<file path="src/rtl/burst_col_seq_pkg.sv">
package burst_col_seq_pkg;
   localparam int MAX_LG = 3;        // log2 of the longest burst
   localparam int IDX_W  = MAX_LG;   // width of a beat index
   localparam int CODE_W = 3;

   typedef struct packed {
      logic       ilv;
      logic [1:0] lg;                // log2 of the burst length
   } bmode_t;

   localparam bmode_t MODE_RESET = '{ilv: 1'b0, lg: 2'd1};

   function automatic logic len_code_ok(input logic [CODE_W-1:0] c);
      return (c == 3'b001) || (c == 3'b010) || (c == 3'b011);
   endfunction

   function automatic logic [1:0] len_code_lg(input logic [CODE_W-1:0] c);
      return c[1:0];
   endfunction

   function automatic logic [IDX_W-1:0] lg_mask(input logic [1:0] lg);
      return IDX_W'((4'd1 << lg) - 4'd1);
   endfunction
endpackage

</file>
<file path="src/rtl/burst_col_seq_mode.sv">
module burst_col_seq_mode
   import burst_col_seq_pkg::*;
(
   input  logic              clk,
   input  logic              rst_n,
   input  logic              wr,
   input  logic [CODE_W-1:0] len_code,
   input  logic              ilv,
   output bmode_t            mode,
   output logic              err
);
   bmode_t mode_q;
   logic   err_q;

   always_ff @(posedge clk) begin
      if (!rst_n) begin
         mode_q <= MODE_RESET;
         err_q  <= 1'b0;
      end else if (wr) begin
         if (len_code_ok(len_code)) begin
            mode_q.lg  <= len_code_lg(len_code);
            mode_q.ilv <= ilv;
            err_q      <= 1'b0;
         end else begin
            err_q      <= 1'b1;
         end
      end
   end

   assign mode = mode_q;
   assign err  = err_q;
endmodule

</file>
<file path="src/rtl/burst_col_seq_ctr.sv">
module burst_col_seq_ctr
   import burst_col_seq_pkg::*;
#(
   parameter int COL_W = 10,
   parameter int LANES = 2
) (
   input  logic             clk,
   input  logic             rst_n,
   input  logic             start,
   input  logic [COL_W-1:0] start_col,
   input  bmode_t           cur_mode,
   output logic             active,
   output logic             last,
   output logic [COL_W-1:0] base_col,
   output bmode_t           run_mode,
   output logic [IDX_W-1:0] cyc
);
   localparam int LANE_LG = $clog2(LANES);

   logic             active_q;
   logic [IDX_W-1:0] cyc_q;
   logic [COL_W-1:0] base_q;
   bmode_t           mode_q;
   logic [IDX_W-1:0] final_cyc;

   assign final_cyc = IDX_W'(((4'd1 << mode_q.lg) >> LANE_LG) - 4'd1);

   always_ff @(posedge clk) begin
      if (!rst_n) begin
         active_q <= 1'b0;
         cyc_q    <= '0;
         base_q   <= '0;
         mode_q   <= MODE_RESET;
      end else if (start) begin
         active_q <= 1'b1;
         cyc_q    <= '0;
         base_q   <= start_col;
         mode_q   <= cur_mode;
      end else if (active_q) begin
         if (cyc_q == final_cyc) begin
            active_q <= 1'b0;
            cyc_q    <= '0;
         end else begin
            cyc_q    <= cyc_q + 1'b1;
         end
      end
   end

   assign active   = active_q;
   assign last     = active_q && (cyc_q == final_cyc);
   assign base_col = base_q;
   assign run_mode = mode_q;
   assign cyc      = cyc_q;
endmodule

</file>
<file path="src/rtl/burst_col_seq_lane.sv">
module burst_col_seq_lane
   import burst_col_seq_pkg::*;
#(
   parameter int COL_W    = 10,
   parameter int LANES    = 2,
   parameter int LANE_IDX = 0
) (
   input  logic [COL_W-1:0] base_col,
   input  bmode_t           mode,
   input  logic [IDX_W-1:0] cyc,
   output logic [COL_W-1:0] col
);
   localparam int LANE_LG = $clog2(LANES);

   logic [IDX_W-1:0] k;
   logic [IDX_W-1:0] s;
   logic [IDX_W-1:0] mask;
   logic [IDX_W-1:0] seq_low;
   logic [IDX_W-1:0] ilv_low;
   logic [IDX_W-1:0] low;

   assign k       = IDX_W'((cyc << LANE_LG) | IDX_W'(LANE_IDX));
   assign s       = base_col[IDX_W-1:0];
   assign mask    = lg_mask(mode.lg);
   assign seq_low = ((s + k) & mask) | (s & ~mask);
   assign ilv_low = s ^ k;
   assign low     = mode.ilv ? ilv_low : seq_low;

   generate
      if (COL_W > IDX_W) begin : g_upper
         assign col = {base_col[COL_W-1:IDX_W], low};
      end else begin : g_bare
         assign col = low;
      end
   endgenerate
endmodule

</file>
<file path="src/rtl/burst_col_seq.sv">
module burst_col_seq
   import burst_col_seq_pkg::*;
#(
   parameter int COL_W = 10,
   parameter int LANES = 2
) (
   input  logic                   clk,
   input  logic                   rst_n,
   input  logic                   mode_wr,
   input  logic [2:0]             mode_len_code,
   input  logic                   mode_ilv,
   output logic                   mode_err,
   input  logic                   start,
   input  logic [COL_W-1:0]       start_col,
   output logic                   burst_active,
   output logic                   burst_last,
   output logic [LANES*COL_W-1:0] beat_col
);
   generate
      if (COL_W < MAX_LG) begin : g_bad_col_w
         $error("burst_col_seq: COL_W must be at least %0d", MAX_LG);
      end
      if (LANES != 1 && LANES != 2) begin : g_bad_lanes
         $error("burst_col_seq: LANES must be 1 or 2");
      end
   endgenerate

   bmode_t           cur_mode;
   bmode_t           run_mode;
   logic [COL_W-1:0] base_col;
   logic [IDX_W-1:0] cyc;

   burst_col_seq_mode u_mode (
      .clk      (clk),
      .rst_n    (rst_n),
      .wr       (mode_wr),
      .len_code (mode_len_code),
      .ilv      (mode_ilv),
      .mode     (cur_mode),
      .err      (mode_err)
   );

   burst_col_seq_ctr #(.COL_W(COL_W), .LANES(LANES)) u_ctr (
      .clk       (clk),
      .rst_n     (rst_n),
      .start     (start),
      .start_col (start_col),
      .cur_mode  (cur_mode),
      .active    (burst_active),
      .last      (burst_last),
      .base_col  (base_col),
      .run_mode  (run_mode),
      .cyc       (cyc)
   );

   generate
      for (genvar g = 0; g < LANES; g++) begin : g_lane
         burst_col_seq_lane #(.COL_W(COL_W), .LANES(LANES), .LANE_IDX(g)) u_lane (
            .base_col (base_col),
            .mode     (run_mode),
            .cyc      (cyc),
            .col      (beat_col[g*COL_W +: COL_W])
         );
      end
   endgenerate
endmodule

</file>
<file path="config.mk">
export PLATFORM = sky130hd
export DESIGN_NAME = burst_col_seq
export DESIGN_NICKNAME = d
export VERILOG_FILES = /design/src/rtl/burst_col_seq_pkg.sv /design/src/rtl/burst_col_seq_mode.sv /design/src/rtl/burst_col_seq_ctr.sv /design/src/rtl/burst_col_seq_lane.sv /design/src/rtl/burst_col_seq.sv
export SDC_FILE = /design/constraint.sdc
export NUM_CORES = 1
export LEC_CHECK = 0
export CORE_MARGIN = 1
export CORE_UTILIZATION = 42
export CTS_BUF_LIST = sky130_fd_sc_hd__clkbuf_4
export CTS_CLUSTER_DIAMETER = 50
export DETAILED_ROUTE_END_ITERATION = 7
export PLACE_DENSITY = 0.76
export SLEW_MARGIN = 20
export SYNTH_ARGS = -nofsm -noshare
export SYNTH_HDL_FRONTEND = slang
export SYNTH_SLANG_ARGS = --single-unit
export TNS_END_PERCENT = 5
</file>
<file path="constraint.sdc">
create_clock -name clk -period 1.5 [get_ports clk]
set_input_delay 0.15 -clock clk [delete_from_list [all_inputs] [get_ports clk]]
set_output_delay 0.15 -clock clk [all_outputs]
set_load 0.05 [all_outputs]
</file>
==> impl_results.md <==
- Die Wd: 55.4 um
- Failing checks: setup timing
- Share of the synthesized area in the top cell type: 0.351
- DRT antenna net count: 0
- Number of distinct library cells after synthesis: 29
- Avg WL per Cell: 15.8 um
- Pleak: between 0.8 and 0.9 nW
- Clock sinks: 21
- Total track usage: 0.213
- Main synth FF type: dfxtp_1
- Finished Layout Cells: 204
- Max-slew violations: 0
- Cell taking the most area after synthesis: dfxtp_1
- Clk_lat worst skew: ~0.32 ns
- Share of cells above drive strength 1: 0.420
- Antenna violations before repair: 0
- Core area: 2590 sq um
- DRT Pass-1 Iters: 4
- Multi-input logic area: between 700 and 800 sq um
- Post-layout min period: 1.91 ns
- Ys Warns: 0
- Pwr/cell area: slightly below 800 nW/um^2
- Number of synthesized flops with an enable pin: 0
- Actual slew at the worst max-slew pin: 0.412 ns
- Drt drc: 0
- Syn Inst Count: 134
- Main combinational cell family by area after synthesis: simple AND/OR/NAND/NOR gates
- Layout Nets: 200
- Post-synthesis xor/xnor area fraction: 0.0513
- Synth Area in Compound Gates: 0.0952
- CP max FO: 2
- Synth-to-Final Area Change: 57.6%
- Die H: roughly 55 um
- Commonest cells in the netlist: dfxtp_1, nor2b_1, buf_4, mux2i_1, nand2_1
- Sequential area share after synthesis: 0.351
- Vias: 1066
- Total power draw: around 1.5 mW
- Syn Nets: around 160
- Number of port buffers: 40
- RSZ-0062 raised after global routing: true
- Adder-Cell Fraction of Synth Area: 0.0795
- Starting density of the core: 0.462
- Hpwl dp: approximately 2 mm
- WP data arrival: ~1.8 ns
- TritonCTS Buffers: 3
- Final Cycle Share: 1.27
- Endpoints failing setup: 7
- Row count: 18
- Final WL: 3.22 mm
- Async SR Flop Fraction: 0
- Worst setup EP type: output pin
- Initial DRC Count: 15
- CTS clk-pin slew, worst paths: 0.13 ns
- Synth Register Bits: 21
- Final critical-path setup slack: -0.409 ns
- Largest net degree at the start of global routing: 15
- Ant. Diodes: 0
- Hold crit path type: in -> reg
- CP startpoint kind: register
- Max transition margin: 0.725
- Fin. Hold Viols: 0
- CTS Buffer Depth: 2
- Simple-gate area share of the yosys netlist: 0.180
- IO Count: 41
- CTS tree: built
- Synth Cell Area: 1200 sq um
- Most common cell in the netlist: dfxtp_1
- GPL Wtd Cong: 0.801
- Mux cell area share after synthesis: 0.109
- Die area: 3070 sq um
- Number of max-cap violations: 0
- WS Path Type: reg -> out
- Outcome: finished with violations
- Reg area: 428 sq um
- Vias in the first global route: 1158
- Clock root cell: clkbuf_4
- Worst clock skew: 0.00527 ns
- Syn Area/Cell: 8.93 sq um
- Global route overflow: 0
- Area contributors post-synth: dfxtp_1, mux2i_1, buf_4
- Fillers: 170
- VDD IR-drop max: 0.950 mV
- Pre-CTS setup slack: -0.195 ns
- Worst path required time: 1.35 ns
- H-Tree Depth: 1
- Maximum clock rate: 524 MHz
- Drt via density: ~5.2
- First-pass GRT wire length: 5.15 mm
- Placed cell count: just under 200
## final cells by class
class / count / area share
timing repair buffer: 56 / 0.301
tap: 30 / 0.0199
sequential: 21 / 0.227
clock buffer: 3 / 0.0119
inverter: 7 / 0.0166
clock inverter: 1 / 0.00398
multi-input combinational: 86 / 0.420
## repair_timing
| action | CTS | global route |
|---|---|---|
| pin swaps | 9 | 1 |
| setup endpoints to repair | 8 | 8 |
| buffers inserted | 1 | 0 |
| resized for setup | 27 | 10 |
| hold buffers | 0 | 0 |
## final timing paths
check | slack, ns | endpoint | cells past startpoint | start
setup / recovery | -0.41 | beat_col[12] | 6 | u_ctr.cyc[0]$_SDFFE_PP0P_
hold / removal | 0.43 | u_mode.mode[2]$_SDFFE_PN0P_ | 3 | mode_ilv
setup reg to reg | -0.09 | u_ctr.cyc[1]$_SDFFE_PP0P_ | 7 | u_ctr.run_mode[1]$_SDFFE_PN0P_
hold reg to reg | 0.49 | u_mode.mode[1]$_SDFFE_PN0P_ | 2 | u_mode.mode[1]$_SDFFE_PN0P_
## kinds of logic after synthesis
group / Yosys count
AND/OR/NAND/NOR: 41
buffers and inverters: 27
flip-flops: 21
AO/OA/AOI/OAI: 18
multiplexers: 13
XOR/XNOR: 7
adder cells (fa/ha/maj): 7
## worst max-delay path, stage by stage, from the launching register on
cell	delay, ns
dfxtp_2	0.36
inv_2	0.05
fa_2	0.43
a21oi_4	0.17
o22ai_4	0.10
xor2_4	0.17
buf_12	0.16
## placed cells by master, fill, tap and decap left out, types with 3 or more instances in the layout
master / synthesis / final
buf_12: 0 / 8
buf_4: 15 / 30
clkbuf_4: 0 / 3
clkdlybuf4s50_1: 0 / 17
dfxtp_1: 21 / 17
dfxtp_2: 0 / 3
ha_4: 0 / 4
inv_1: 7 / 3
mux2i_1: 13 / 13
nand2_1: 11 / 10
nand2b_1: 3 / 3
nand3_1: 3 / 3
nor2b_1: 16 / 16
o21ai_0: 5 / 3
o21ai_2: 0 / 3
xnor2_2: 0 / 3
## per-layer routing
| layer | wire, um | GRT usage | part of all wire |
|---|---|---|---|
| met5 | 0 | 0 | 0 |
| met4 | 145 | 0.104 | 0.045 |
| met3 | 112 | 0.0468 | 0.035 |
| met2 | 1780 | 0.411 | 0.55 |
| met1 | 1180 | 0.210 | 0.37 |
## power breakdown
group | internal (mW) | switching [mW]
sequential | 0.587 | 0.0340
clock | 0.102 | 0.193
combinational | 0.268 | 0.310
total | 0.958 | 0.536
## flip-flops by register name, summed over array words and instances, names as in the netlist
signal and cells:
u_ctr.active 1, u_ctr.base_col 10, u_ctr.cyc 3, u_ctr.run_mode 3, u_mode.err 1, u_mode.mode 3
## metrics by stage
| stage | hold WS [ns] | util | area [sq um] | TNS [ns] |
|---|---|---|---|---|
| 2_1_floorplan | 0.288 | - | 1220 | -0.938 |
| 3_3_place_gp | 0.453 | 0.649 | 1680 | -0.286 |
| 3_5_place_dp | 0.473 | 0.649 | 1680 | -0.634 |
| 4_1_cts | 0.425 | 0.714 | 1850 | -1.95 |
| 5_1_grt | 0.428 | 0.728 | 1890 | -2.58 |
| 6_report | 0.427 | 0.728 | 1890 | -2.04 |
Power figures use the tool's default switching activity.
